File: src/rtl/upset_tester_pkg.sv
package upset_tester_pkg;

  typedef enum logic [1:0] {
    PAT_ZEROS  = 2'd0,
    PAT_ONES   = 2'd1,
    PAT_CHECK  = 2'd2,
    PAT_TOGGLE = 2'd3
  } pat_e;

  // strobes from control to datapath
  typedef struct packed {
    logic clear;    // accepted start: latch config, clear counters and history
    logic write;    // write cycle at current address
    logic read;     // read cycle at current address
    logic running;  // a run is active
  } strobe_t;

endpackage

File: src/rtl/upset_ctrl.sv
module upset_ctrl
  import upset_tester_pkg::*;
#(
  parameter int ADDR_W = 4
) (
  input  logic              clk,
  input  logic              rst_n,
  input  logic              start,
  input  logic              stopRun,
  input  logic              runEnd,
  input  logic              dynMode,
  input  logic [1:0]        patSel,
  input  logic [ADDR_W-1:0] depthLast,
  output strobe_t           ctl,
  output logic [ADDR_W-1:0] addr,
  output logic              patRefused
);

  typedef enum logic [2:0] {
    S_IDLE, S_LOAD, S_ARMED, S_VERIFY, S_DWR, S_DRD
  } state_e;

  state_e            state;
  logic [ADDR_W-1:0] depthQ;
  logic              refuse;
  logic              atEnd;

  assign refuse = !dynMode && (patSel == PAT_TOGGLE);
  assign atEnd  = (addr == depthQ);

  assign ctl.clear   = (state == S_IDLE) && start && !refuse;
  assign ctl.write   = (state == S_LOAD) || (state == S_DWR);
  assign ctl.read    = (state == S_VERIFY) || (state == S_DRD);
  assign ctl.running = (state != S_IDLE);

  always_ff @(posedge clk or negedge rst_n) begin
    if (!rst_n) begin
      state      <= S_IDLE;
      addr       <= '0;
      depthQ     <= '0;
      patRefused <= 1'b0;
    end else if (stopRun && state != S_IDLE) begin
      state <= S_IDLE;
      addr  <= '0;
    end else begin
      case (state)
        S_IDLE: begin
          if (start) begin
            patRefused <= refuse;
            if (!refuse) begin
              depthQ <= depthLast;
              addr   <= '0;
              state  <= dynMode ? S_DWR : S_LOAD;
            end
          end
        end
        S_LOAD: begin
          if (atEnd) begin
            addr  <= '0;
            state <= S_ARMED;
          end else begin
            addr <= addr + ADDR_W'(1);
          end
        end
        S_ARMED: begin
          if (runEnd) state <= S_VERIFY;
        end
        S_VERIFY: begin
          if (atEnd) begin
            addr  <= '0;
            state <= S_ARMED;
          end else begin
            addr <= addr + ADDR_W'(1);
          end
        end
        S_DWR: state <= S_DRD;
        S_DRD: begin
          state <= S_DWR;
          addr  <= atEnd ? '0 : addr + ADDR_W'(1);
        end
        default: state <= S_IDLE;
      endcase
    end
  end

  // refused toggle start leaves the tester idle with the flag raised
  assert_refuse_idle_R3: assert property (@(posedge clk) disable iff (!rst_n)
    (state == S_IDLE && start && refuse) |=> (state == S_IDLE && patRefused));

  // dynamic write is followed by a read of the same address
  assert_write_then_read_R6: assert property (@(posedge clk) disable iff (!rst_n)
    (state == S_DWR && !stopRun) |=> (ctl.read && addr == $past(addr)));

  // address wraps to zero after the last read of a pass
  assert_dyn_wrap_R6: assert property (@(posedge clk) disable iff (!rst_n)
    (state == S_DRD && atEnd && !stopRun) |=> (addr == '0 && ctl.write));

  assert_addr_in_depth_R6: assert property (@(posedge clk) disable iff (!rst_n)
    (state != S_IDLE) |-> (addr <= depthQ));

  // static array is not read while waiting for the run end
  assert_armed_no_read_R2: assert property (@(posedge clk) disable iff (!rst_n)
    (state == S_ARMED && !runEnd) |=> (!ctl.read));

  assert_stop_idle_R12: assert property (@(posedge clk) disable iff (!rst_n)
    (stopRun && state != S_IDLE) |=> (!ctl.running));

endmodule

File: src/rtl/upset_datapath.sv
module upset_datapath
  import upset_tester_pkg::*;
#(
  parameter int ADDR_W = 4,
  parameter int DATA_W = 8,
  parameter int CNT_W  = 32
) (
  input  logic              clk,
  input  logic              rst_n,
  input  strobe_t           ctl,
  input  logic [ADDR_W-1:0] addr,
  input  logic [1:0]        patSel,
  input  logic              dynMode,
  input  logic [DATA_W-1:0] memRdData,
  output logic [DATA_W-1:0] memWrData,
  output logic [CNT_W-1:0]  errCount,
  output logic [CNT_W-1:0]  multiCount,
  output logic [ADDR_W-1:0] lastErrAddr,
  output logic              stuckFlag,
  output logic [ADDR_W-1:0] stuckAddr
);

  localparam int DEPTH = 1 << ADDR_W;
  localparam int CW    = $clog2(DATA_W + 1);

  pat_e              patQ;
  logic              dynQ;
  logic              togglePh;
  logic [DATA_W-1:0] statWord;
  logic [DATA_W-1:0] wrWord;
  logic [DATA_W-1:0] lastWr;
  logic              cmpValid;
  logic [ADDR_W-1:0] cmpAddr;
  logic [DATA_W-1:0] cmpExp;
  logic [DATA_W-1:0] failMask;
  logic [CW-1:0]     failCnt;
  logic [CNT_W:0]    errSum;
  logic              multiHit;
  logic              stuckHit;
  logic [DATA_W-1:0] prevFail [DEPTH];

  // fixed pattern word for the current address
  always_comb begin
    for (int i = 0; i < DATA_W; i++) begin
      case (patQ)
        PAT_ONES:  statWord[i] = 1'b1;
        PAT_CHECK: statWord[i] = ((i % 2) == 0) ^ addr[0];
        default:   statWord[i] = 1'b0;
      endcase
    end
  end

  assign wrWord    = (patQ == PAT_TOGGLE) ? {DATA_W{togglePh}} : statWord;
  assign memWrData = wrWord;

  // compare of the word returned for the previous read
  assign failMask = cmpValid ? (memRdData ^ cmpExp) : '0;

  always_comb begin
    failCnt = '0;
    for (int i = 0; i < DATA_W; i++) failCnt = failCnt + CW'(failMask[i]);
  end

  assign errSum   = {1'b0, errCount} + (CNT_W + 1)'(failCnt);
  assign multiHit = (failCnt > CW'(1));
  assign stuckHit = |(failMask & prevFail[cmpAddr]);

  always_ff @(posedge clk or negedge rst_n) begin
    if (!rst_n) begin
      patQ        <= PAT_ZEROS;
      dynQ        <= 1'b0;
      togglePh    <= 1'b0;
      lastWr      <= '0;
      cmpValid    <= 1'b0;
      cmpAddr     <= '0;
      cmpExp      <= '0;
      errCount    <= '0;
      multiCount  <= '0;
      lastErrAddr <= '0;
      stuckFlag   <= 1'b0;
      stuckAddr   <= '0;
      for (int a = 0; a < DEPTH; a++) prevFail[a] <= '0;
    end else if (ctl.clear) begin
      patQ        <= pat_e'(patSel);
      dynQ        <= dynMode;
      togglePh    <= 1'b0;
      cmpValid    <= 1'b0;
      errCount    <= '0;
      multiCount  <= '0;
      lastErrAddr <= '0;
      stuckFlag   <= 1'b0;
      stuckAddr   <= '0;
      for (int a = 0; a < DEPTH; a++) prevFail[a] <= '0;
    end else begin
      if (ctl.running) togglePh <= ~togglePh;
      if (ctl.write)   lastWr   <= wrWord;
      cmpValid <= ctl.read;
      cmpAddr  <= addr;
      cmpExp   <= dynQ ? lastWr : statWord;
      if (cmpValid) begin
        prevFail[cmpAddr] <= failMask;
        if (|failMask) begin
          lastErrAddr <= cmpAddr;
          errCount    <= errSum[CNT_W] ? '1 : errSum[CNT_W-1:0];
        end
        if (multiHit && multiCount != '1) multiCount <= multiCount + CNT_W'(1);
        if (stuckHit) begin
          stuckFlag <= 1'b1;
          stuckAddr <= cmpAddr;
        end
      end
    end
  end

  assert_toggle_inverts_R5: assert property (@(posedge clk) disable iff (!rst_n)
    (ctl.running && $past(ctl.running) && dynQ && patQ == PAT_TOGGLE)
      |-> (memWrData == ~$past(memWrData)));

  assert_no_wrap_R8: assert property (@(posedge clk) disable iff (!rst_n)
    (!ctl.clear) |=> (errCount >= $past(errCount) && multiCount >= $past(multiCount)));

  assert_clear_counts_R8: assert property (@(posedge clk) disable iff (!rst_n)
    ctl.clear |=> (errCount == '0 && multiCount == '0));

  assert_stuck_sticky_R11: assert property (@(posedge clk) disable iff (!rst_n)
    (stuckFlag && !ctl.clear) |=> stuckFlag);

  assert_multi_step_R9: assert property (@(posedge clk) disable iff (!rst_n)
    (!ctl.clear) |=> (multiCount - $past(multiCount) <= CNT_W'(1)));

endmodule

File: src/rtl/mem_upset_tester.sv
module mem_upset_tester
  import upset_tester_pkg::*;
#(
  parameter int ADDR_W = 4,
  parameter int DATA_W = 8,
  parameter int CNT_W  = 32
) (
  input  logic              clk,
  input  logic              rst_n,
  input  logic              start,
  input  logic              stopRun,
  input  logic              runEnd,
  input  logic              dynMode,
  input  logic [1:0]        patSel,
  input  logic [ADDR_W-1:0] depthLast,
  output logic [ADDR_W-1:0] memAddr,
  output logic [DATA_W-1:0] memWrData,
  output logic              memWe,
  output logic              memRe,
  input  logic [DATA_W-1:0] memRdData,
  output logic              busy,
  output logic              patRefused,
  output logic [CNT_W-1:0]  errCount,
  output logic [CNT_W-1:0]  multiCount,
  output logic [ADDR_W-1:0] lastErrAddr,
  output logic              stuckFlag,
  output logic [ADDR_W-1:0] stuckAddr
);

  strobe_t           ctl;
  logic [ADDR_W-1:0] addr;

  upset_ctrl #(.ADDR_W(ADDR_W)) u_ctrl (
    .clk        (clk),
    .rst_n      (rst_n),
    .start      (start),
    .stopRun    (stopRun),
    .runEnd     (runEnd),
    .dynMode    (dynMode),
    .patSel     (patSel),
    .depthLast  (depthLast),
    .ctl        (ctl),
    .addr       (addr),
    .patRefused (patRefused)
  );

  upset_datapath #(.ADDR_W(ADDR_W), .DATA_W(DATA_W), .CNT_W(CNT_W)) u_dp (
    .clk         (clk),
    .rst_n       (rst_n),
    .ctl         (ctl),
    .addr        (addr),
    .patSel      (patSel),
    .dynMode     (dynMode),
    .memRdData   (memRdData),
    .memWrData   (memWrData),
    .errCount    (errCount),
    .multiCount  (multiCount),
    .lastErrAddr (lastErrAddr),
    .stuckFlag   (stuckFlag),
    .stuckAddr   (stuckAddr)
  );

  assign memAddr = addr;
  assign memWe   = ctl.write;
  assign memRe   = ctl.read;
  assign busy    = ctl.running;

endmodule

File: config.mk
export PLATFORM = sky130hd
export DESIGN_NAME = mem_upset_tester
export DESIGN_NICKNAME = d
export VERILOG_FILES = /design/src/rtl/upset_tester_pkg.sv /design/src/rtl/upset_ctrl.sv /design/src/rtl/upset_datapath.sv /design/src/rtl/mem_upset_tester.sv
export SDC_FILE = /design/constraint.sdc
export NUM_CORES = 1
export LEC_CHECK = 0
export ABC_AREA = 1
export BUFFER_PORTS_ARGS = -buffer_cell sky130_fd_sc_hd__buf_4
export CORE_ASPECT_RATIO = 1.2
export CORE_UTILIZATION = 32
export DETAILED_ROUTE_END_ITERATION = 12
export PLACE_DENSITY_LB_ADDON = 0.08
export SETUP_SLACK_MARGIN = 0.05
export SLEW_MARGIN = 15
export SYNTH_ARGS = -nofsm -noshare
export SYNTH_HDL_FRONTEND = slang
export SYNTH_SLANG_ARGS = --single-unit
export TNS_END_PERCENT = 20
File: constraint.sdc
create_clock -name clk -period 6.9 [get_ports clk]
set_input_delay 0.69 -clock clk [delete_from_list [all_inputs] [get_ports clk]]
set_output_delay 0.69 -clock clk [all_outputs]
set_load 0.01 [all_outputs]
Word-level counts from Yosys, hierarchy flattened --
Index checks and enable logic that the tools add are counted.
Storage, ports and cells: word-level logic and storage cells 142, memories kept 0, input port bits 20, RAM bits 0, memory bits (read-only) 0, latch bits 0, output and inout bits 89, flip-flop bits (word level) 238
Cells by class: mux-type cells 44, equality and inequality tests 15, order comparisons 3, shift operators 0, bitwise gates (word level) 8, divide/modulo/power cells 0, multipliers 0, reductions and logical operators 30, add/sub/neg operators 10
Operators with widths (count):
- 128-bit two-way mux | 2
- 32-bit two-way mux | 7
- 128-bit bitwise mux | 1
- 8-bit two-way mux | 6
- 4-bit two-way mux | 10
- 32-bit by 4-bit adder with 33-bit output | 1
- 32-bit by 1-bit adder with 32-bit output, second input constant | 1
- 8-bit binary-select mux with 4-bit select | 1
- 8-bit demux with 4-bit select | 1
- 32-bit != test, second input constant | 1
- 4-bit by 1-bit adder with 4-bit output | 6
- 3-bit two-way mux | 6
- 8-bit OR reduction | 2
- 3-bit case mux with 5 select lines | 1
- 2-bit nonzero test | 5
- 8-bit bitwise AND | 1
- 4-bit case mux with 2 select lines | 1
- 2-bit AND reduction | 4
- 4-bit AND reduction | 2
- 8-bit XOR | 1
- 2-bit == test, second input constant | 3
- 3-bit by 2-bit == test with 1-bit output, second input constant | 2
- 3-bit == test, second input constant | 2
- 1-bit logical AND | 6
- 22 further kinds | 37

Longest topological paths before layout --
Gate-level depths: netlist (run 1).
word-level depth 14, depth in mapped cells 24, mapped depth without buffers 23

Modules after synthesis --
A second synthesis (run 1) with hierarchy kept.
Second synthesis, totals: cell total of the unflattened synthesis 1725, area total of the unflattened synthesis 12793.5 um^2
Modules (own cells, without submodules):
- upset_datapath | instances 1, sequential area each 5355.1 um^2, area each 12057.8 um^2, cells an instance 1623
- upset_ctrl | instances 1, sequential area each 300.3 um^2, area each 735.7 um^2, cells an instance 102

Worst setup path after synthesis (run 1) --
No wires, ideal clock.
path type in2reg, start point input port memRdData[1], end point register u_dp.errCount[19], required time 6826 ps, library setup time 74 ps, stages 20, path slack 1977 ps, buffers on the path 1, data arrival time 4849 ps, path through xor2_1 -> nand2_1 -> clkinv_1 -> ha_1 -> fa_1 -> inv_1 -> fa_1 -> inv_1 -> fa_1 -> inv_1 -> fa_1 -> fa_1 -> o21ai_2 -> nand2_1 -> nor2_1 -> nand3_2 -> clkbuf_1 -> nand3_1 -> nand2_1 -> o21ai_2
On the way: cells in the longest elaborated chain, start to end 14, elaborated cells between the ends (all ways) 17, classes of those cells add/sub (8); mux (5); bitwise (1); reduce/logical (3)
RTL lines:
- start, declared | RTL line mem_upset_tester.sv:20 | input logic [DATA_W-1:0] memRdData,
- 8-bit XOR * | RTL line upset_datapath.sv:57 | assign failMask = cmpValid ? (memRdData ^ cmpExp) : '0;
- 8-bit two-way mux * | RTL line upset_datapath.sv:57
- 1-bit by 1-bit adder with 2-bit output | RTL line upset_datapath.sv:61 | for (int i = 0; i < DATA_W; i++) failCnt = failCnt + CW'(failMask[i]);
- 4-bit by 1-bit adder with 4-bit output (6 in series) | RTL line upset_datapath.sv:61
- 32-bit by 4-bit adder with 33-bit output | RTL line upset_datapath.sv:64 | assign errSum = {1'b0, errCount} + (CNT_W + 1)'(failCnt);
- 32-bit two-way mux | RTL line upset_datapath.sv:104 | errCount <= errSum[CNT_W] ? '1 : errSum[CNT_W-1:0];
- 32-bit two-way mux | RTL line upset_datapath.sv:102 | if (|failMask) begin
- 32-bit two-way mux | RTL line upset_datapath.sv:100 | if (cmpValid) begin
- 32-bit two-way mux | RTL line upset_datapath.sv:83 | end else if (ctl.clear) begin
- end signal, assigned | RTL line upset_datapath.sv:104
- end, declared | RTL line upset_datapath.sv:16 | output logic [CNT_W-1:0] errCount,
Mark *: on every way between the ends. The rest lies on a longest branch, timed or not. The select of a mux whose other input is x is not followed. A chain may end at the register's enable or synchronous reset.

Worst setup path after layout (run 1) --
start point register u_dp.cmpValid, end point register u_dp.errCount[23]
On the way: cells in the longest elaborated chain, start to end 13, elaborated cells between the ends (all ways) 17, classes of those cells add/sub (8); mux (5); reduce/logical (4)
RTL lines:
- start, declared | RTL line upset_datapath.sv:32 | logic cmpValid;
- start signal, assigned | RTL line upset_datapath.sv:97 | cmpValid <= ctl.read;
- 8-bit two-way mux | RTL line upset_datapath.sv:57
- 1-bit by 1-bit adder with 2-bit output | RTL line upset_datapath.sv:61
- 4-bit by 1-bit adder with 4-bit output (6 in series) | RTL line upset_datapath.sv:61
- 32-bit by 4-bit adder with 33-bit output | RTL line upset_datapath.sv:64
- 32-bit two-way mux | RTL line upset_datapath.sv:104
- 32-bit two-way mux | RTL line upset_datapath.sv:102
- 32-bit two-way mux | RTL line upset_datapath.sv:100
- 32-bit two-way mux | RTL line upset_datapath.sv:83
Parallel ways exist; a longest one is shown, timed or not. The select of a mux whose other input is x is not followed.

==> impl_metrics.py, run 1 <==
metrics = {
    "setup_path": {
        "startpoint_type": "register",
        "arrival_ps": 6290,
        "cp_common_cell": "fa_1",
        "critPathMaxFanout": 26,
        "path_cells": "nand2_1 > clkinv_1 > ha_1 > fa_1 > inv_1 > fa_1 > inv_1 > fa_1 > inv_1 > fa_1 > fa_1 > o21ai_2 > nand2_1 > nor2_1 > nand3_2 > nand3_1 > nand2_1 > o21ai_2",
        "worst_path_max_delay_cell": "dfrtp_1",
        "end_kind": "register",
        "critPathKind": "register to register",
        "required_ps": 7380,
        "r2r_setup_slack_ps": 1090,
        "crit_buf_inv": 4,
        "cpLargestDelayFamily": "adder cells",
        "cpPeakStageDelay_ps": 680,
        "cp.depth": 18,
        "ff2ff_path_depth": 18,
    },
    "routing": {
        "drtAntennaViolNets": 0,
        "drt_wl_total_mm": 41.92,
        "wl_per_cell_um": 17.97,
        "drc_errors": 0,
        "drtIter0Drc": 666,
        "vias": 11630,
        "post_drt_via_cell_ratio": 4.987,
        "first_pass_iters": 5,
    },
    "global_route": {
        "grt_overflow": 0,
        "track_usage_pct": 20.82,
        "grt_max_degree": 121,
        "grt_pass1_wl_mm": 67.19,
        "grt_pass1_vias": 11860,
        "antenna_found_initial": 0,
    },
    "clock_network": {
        "path_clk_slew_ps": 60,
        "postCtsSetupBuffers": 0,
        "cts_sinks": 226,
        "htreeDepth": 1,
        "ctsRootBufferMaster": "clkbuf_16",
        "clock_latency_ps": 570,
        "cts_tree": "yes",
        "clk_path_buf_depth": 3,
        "numCtsBuffers": 28,
        "cts_resized": 0,
        "holdBufCountCts": 0,
    },
    "logic_synthesis": {
        "ys_seq_elements": 226,
        "syn_area_um2": 12900,
        "synth_flop_cell": "dfrtp_1",
        "ys_async_sr_fraction_pct": 100.0,
        "syn_avg_cell_area_um2": 7.593,
        "yosysWarningCount": 0,
        "yosysSeqAreaShare_pct": 43.84,
        "synth-edff-count": 0,
        "syn_nets": 1737,
        "syn-instance-count": 1699,
        "synth.distinct_cells": 43,
    },
    "timing": {
        "fin_crit_sh_pct": 84.25,
        "worstMarginPinSlew_ps": 955.8,
        "final.min_clock_period_ps": 5813,
        "maxClockFrequency_mhz": 172.0,
        "hold_viol": 0,
        "drv_slew": 0,
        "finClkSkew_ps": 22.91,
        "final-setup-viol-count": 0,
        "tns_ps": 0,
        "rsz0062_at_grt": "no",
        "setup_slack_ps": 1087,
        "relSlewSlack_pct": 36.28,
    },
    "placed_design": {
        "dpl_cell_area_um2": 14080,
        "dp_hpwl_mm": 28.37,
        "place_ws_ps": 999.1,
        "place_congestion": 0.8964,
        "port_buffers": 108,
    },
    "layout": {
        "nets": 1817,
        "antenna_cells": 0,
        "drive_gt1_share_pct": 13.11,
        "syn_to_final_growth_pct": 17.02,
        "final_area_um2": 15100,
    },
    "floorplanning": {
        "core-area_um2": 39740,
        "dieArea_um2": 41130,
        "die_height_um": 222.0,
        "start_util_pct": 32.47,
        "die_w_um": 185.3,
        "io_pins": 109,
        "rows": 80,
    },
    "power": {
        "ir_drop_mv": 0.1847,
        "p_per_area_nw_per_um2": 322.4,
        "p_leak_nw": 6.844,
        "finalPower_w": 0.004868,
    },
    "run_status": {
        "outcome": "finished clean",
    },
    "job": {
        "drv_cap": 0,
    },
    "min_path": {
        "hp-class": "input port to asynchronous set/reset pin",
    },
}
-- worst register-to-register path, cell delays in order (launching register included) --
cell	delay, ps
dfrtp_1	680
nand2_1	270
clkinv_1	340
ha_1	420
fa_1	480
inv_1	50
fa_1	470
inv_1	50
fa_1	370
inv_1	80
fa_1	450
fa_1	460
o21ai_2	210
nand2_1	180
nor2_1	220
nand3_2	530
nand3_1	290
nand2_1	90
o21ai_2	80
-- kinds of logic (layout without fill, tap and decap cells) --
family | after synthesis | after routing | share of synthesized area [%]
AO/OA/AOI/OAI | 280 | 280 | 13.68
XOR/XNOR | 46 | 46 | 3.181
adder cells (fa/ha/maj) | 18 | 18 | 2.037
buffers and inverters | 260 | 361 | 8.806
flip-flops | 226 | 226 | 43.84
multiplexers | 2 | 2 | 0.1746
AND/OR/NAND/NOR | 867 | 867 | 28.28
-- synthesized netlist by cell type, drive strengths merged, types with 2 or more instances --
cell type,instances,area [um^2]
o211ai,3,22.52
nor4,3,18.77
o32ai,63,551.8
mux2,2,22.52
nor3,38,200.2
nor3b,2,15.01
buf,53,354.1
clkbuf,19,71.32
a21oi,59,295.3
nand4,34,219.0
o21ai,132,724.4
fa,5,100.1
o31ai,13,97.59
a22oi,3,22.52
inv,182,688.2
ha,13,162.7
clkinv,6,22.52
a211oi,4,30.03
or2,5,31.28
dfrtp,226,5655
xor2,32,280.3
xnor2,14,130.1
nor2,95,419.2
o22ai,2,12.51
nand3,78,410.4
nand2,612,2335
-- path summary, 6_finish.rpt --
check                                     from             endpoint
setup / recovery                 u_dp.cmpValid    u_dp.errCount[23]
hold / removal                           rst_n    u_dp.errCount[12]
setup reg to reg                 u_dp.cmpValid    u_dp.errCount[23]
hold reg to reg            u_dp.lastErrAddr[1]  u_dp.lastErrAddr[1]
max in group asynchronous                rst_n    u_dp.prevFail[64]
min in group clk                  depthLast[0]     u_ctrl.depthQ[0]
-- power breakdown --
part / total (W) / internal [W] / switching (W) / leakage (nW)
Combinational: 0.00155 / 0.000483 / 0.00107 / 3.22
Sequential: 0.00170 / 0.00149 / 0.000212 / 3.12
Clock: 0.00161 / 0.00101 / 0.000605 / 0.501
-- layer usage --
layer / track usage (%) / up-vias / wire length, um / share of wire, %
li1: - / 5701 / - / -
met5: 0 / - / 0 / 0
met2: 34.15 / 262 / 20030 / 48
met3: 2.398 / 76 / 1703 / 4.1
met4: 7.065 / 0 / 1270 / 3.0
met1: 28.19 / 5595 / 18920 / 45
-- stage by stage --
stage | std cells | util, % | hold WS, ps
after floorplan | 1699 | - | 394.4
after global placement | 2282 | 35.43 | 472.0
after detailed placement | 2282 | 35.43 | 468.2
after CTS | 2333 | 37.99 | 213.4
after global routing | 2333 | 37.99 | 225.0
final | 2333 | 37.99 | 120.6
-- flip-flops by register name (all words and copies together), names as in the netlist --
signal / flops
u_dp.prevFail: 128
u_dp.errCount: 32
u_dp.multiCount: 32
u_ctrl.addr: 4
u_ctrl.depthQ: 4
u_dp.cmpAddr: 4
u_dp.lastErrAddr: 4
u_dp.stuckAddr: 4
u_ctrl.state: 3
u_dp.cmpExp: 2
u_dp.lastWr: 2
u_dp.patQ: 2
u_ctrl.patRefused: 1
u_dp.cmpValid: 1
u_dp.dynQ: 1
u_dp.stuckFlag: 1
u_dp.togglePh: 1
-- layout make-up --
type                    count  area [um^2]
clock buffers              44        870.8
clock inverters             7        146.4
fillers                  4232        24640
inverters                 188        710.7
multi-input cells        1213         6110
flip-flops and latches    226         5657
well taps                 533        666.9
repair buffers            122        935.9
-- cells in the final DEF, fill, tap and decap left out, types with 17 or more instances in the layout --
| cell | count |
|---|---|
| nand2_1 | 603 |
| inv_1 | 170 |
| buf_4 | 120 |
| o21ai_1 | 41 |
| nand3_1 | 74 |
| o32ai_1 | 63 |
| nand4_1 | 33 |
| xor2_1 | 32 |
| dfrtp_1 | 225 |
| clkbuf_16 | 28 |
| nor2_1 | 80 |
| nor3_1 | 36 |
| o21ai_2 | 17 |
| a21oi_1 | 59 |
| o21ai_0 | 74 |
(Power assumes the default switching activity.)
==> run 2: changes to the inputs <==
clock period = 4.9 ns   (was 6.9 ns; I/O delays follow)
==> run 2 against run 1 <==
Compared with the run above: the run now ends with negative hold slack left; core utilization is 0.74 points higher; die area stayed put; critical endpoint is now u_dp.errCount[20]; largest cell class unchanged; register-to-register slack worse by 840 ps; clock power increased by 33%; sequential share of layout area shrank 0.71 points; cell count rose by 1.3%; cell area up 1.9%; flip-flop and latch count did not move; power increased by 40%; routed wire length rose by 1.3%.
==> impl_metrics.py, run 2 (synthesis gave the netlist of run 1 again) <==
metrics = {
    "global_route": {
        "track_usage_pct": 20.61,
        "grt_pass1_wl_mm": 66.29,
        "grt_overflow": 0,
        "grt_pass1_vias": 11370,
        "grt_max_degree": 101,
        "antenna_found_initial": 0,
    },
    "setup_path": {
        "end_kind": "register",
        "r2r-start": "u_dp.cmpExp[5]",
        "arrival_ps": 5070,
        "worstSetupStartpoint": "u_dp.cmpExp[5]",
        "startpoint_type": "register",
        "required_ps": 5310,
        "ff2ff_path_depth": 21,
        "r2r_setup_slack_ps": 240,
        "rr_endpoint": "u_dp.errCount[20]",
        "critPathMaxFanout": 3,
        "crit_path_end": "u_dp.errCount[20]",
        "critPathKind": "register to register",
    },
    "power": {
        "ir_drop_mv": 0.2144,
        "p_per_area_nw_per_um2": 444.3,
        "finalPower_w": 0.006838,
        "p_leak_nw": 7.039,
    },
    "floorplanning": {
        "start_util_pct": 32.47,
        "die_height_um": 222.0,
        "dieArea_um2": 41130,
        "io_pins": 109,
        "rows": 80,
        "core-area_um2": 39740,
        "die_w_um": 185.3,
    },
    "timing": {
        "finClkSkew_ps": 19.36,
        "fin_crit_sh_pct": 95.06,
        "hold_viol": 10,
        "maxClockFrequency_mhz": 214.7,
        "worstMarginPinSlew_ps": 1006,
        "final-setup-viol-count": 0,
        "final.min_clock_period_ps": 4658,
        "hold_slack_ps": -52.20,
        "drv_slew": 0,
        "rsz0062_at_grt": "no",
        "relSlewSlack_pct": 32.92,
    },
    "routing": {
        "met3_length_mm": 1.837,
        "drtAntennaViolNets": 0,
        "wl_per_cell_um": 17.96,
        "first_pass_iters": 5,
        "drc_errors": 0,
        "drtIter0Drc": 766,
        "vias": 11790,
        "drt_wl_total_mm": 42.45,
        "wl_met1_mm": 19.47,
        "maxUsedRoutingLayer": "met4",
        "post_drt_via_cell_ratio": 4.987,
        "route.met2.wl_mm": 20.39,
    },
    "clock_network": {
        "htreeDepth": 1,
        "clock_latency_ps": 550,
        "holdBufCountCts": 0,
        "cts_sinks": 226,
        "numCtsBuffers": 27,
        "clk_path_buf_depth": 3,
        "cts_tree": "yes",
        "path_clk_slew_ps": 60,
        "ctsRootBufferMaster": "clkbuf_16",
    },
    "layout": {
        "final_common_cell": "nand2_1",
        "nets": 1850,
        "final_cell_mix": "598 x nand2_1, 225 x dfrtp_1, 169 x inv_1, 151 x buf_4, 79 x nor2_1",
        "final_area_um2": 15390,
        "n_fill_cell": 4235,
        "antenna_cells": 0,
        "syn_to_final_growth_pct": 19.29,
        "reg_top3": "u_dp.prevFail x128, u_dp.errCount x32, u_dp.multiCount x32",
        "top_register": "u_dp.prevFail",
        "drive_gt1_share_pct": 15.62,
        "largest_reg_flops": 128,
    },
    "placed_design": {
        "place_congestion": 0.8854,
        "port_buffers": 108,
        "dpl_cell_area_um2": 14350,
        "dp_hpwl_mm": 29.19,
    },
    "job": {
        "drv_cap": 0,
    },
    "min_path": {
        "hp-class": "input port to asynchronous set/reset pin",
    },
    "run_status": {
        "outcome": "finished with violations",
        "violations": "negative hold slack",
    },
}
[run 2: metal layers]
layer / global-route usage [%] / up-vias
li1: - / 5781
met1: 28.90 / 5705
met2: 33.67 / 259
met3: 2.332 / 44
met4: 4.799 / 0
met5: 0 / -
[run 2: power by group]
| group | total [W] | internal [W] | switching, W |
|---|---|---|---|
| Sequential | 0.00238 | 0.00210 | 0.000278 |
| Clock | 0.00214 | 0.00130 | 0.000838 |
| Combinational | 0.00232 | 0.000761 | 0.00156 |
[run 2: worst min path at each step]
stage                   startpoint                   to  slack, ps
6_report                     rst_n    u_dp.errCount[18]        -50
3_5_place_dp   u_dp.lastErrAddr[1]  u_dp.lastErrAddr[1]        470
4_1_cts                      rst_n    u_dp.errCount[13]          1
3_3_place_gp   u_dp.lastErrAddr[1]  u_dp.lastErrAddr[1]        470
2_1_floorplan                rst_n       u_ctrl.addr[0]        190
5_1_grt                      rst_n    u_dp.errCount[10]         10
[run 2: area by class of cell]
class                           instances  area [um^2]  area share, %
Clock buffer                           42        862.1          5.602
Clock inverter                          6        82.58         0.5366
Inverter                              188        710.7          4.618
Multi-Input combinational cell       1213         6182          40.17
Sequential cell                       226         5657          36.76
Tap cell                              533        666.9          4.333
Timing Repair Buffer                  156         1229          7.984
[run 2: through the flow]
stage               util [%]  setup TNS (ps)  std cells  setup slack, ps
floorplan                  -               0       1699            65.61
global placement       36.11           -1624       2313           -204.9
detailed placement     36.11           -3622       2313           -271.2
CTS                    38.52               0       2361            92.45
global route           38.73               0       2364            42.39
finish                 38.73               0       2364            242.1
[run 2: what timing repair did]
item	CTS	global route
buffers inserted	0	3
pin swaps	1	9
setup endpoints to repair	6	28
resized for setup	4	16
[run 2: worst max-delay path, cell delays in order (launching register included)]
cell     delay (ps)
dfrtp_1         390
xor2_1          170
nand2_1         100
inv_2            50
ha_1            300
fa_1            480
inv_1            50
fa_1            600
inv_1            90
fa_2            380
inv_2            80
fa_2            440
fa_2            370
o21ai_2         160
nand2_2         120
nor3_4          150
nand2_2         120
buf_4           150
xor2_1          130
nand2_1          60
nand2_1          70
o21ai_2          60
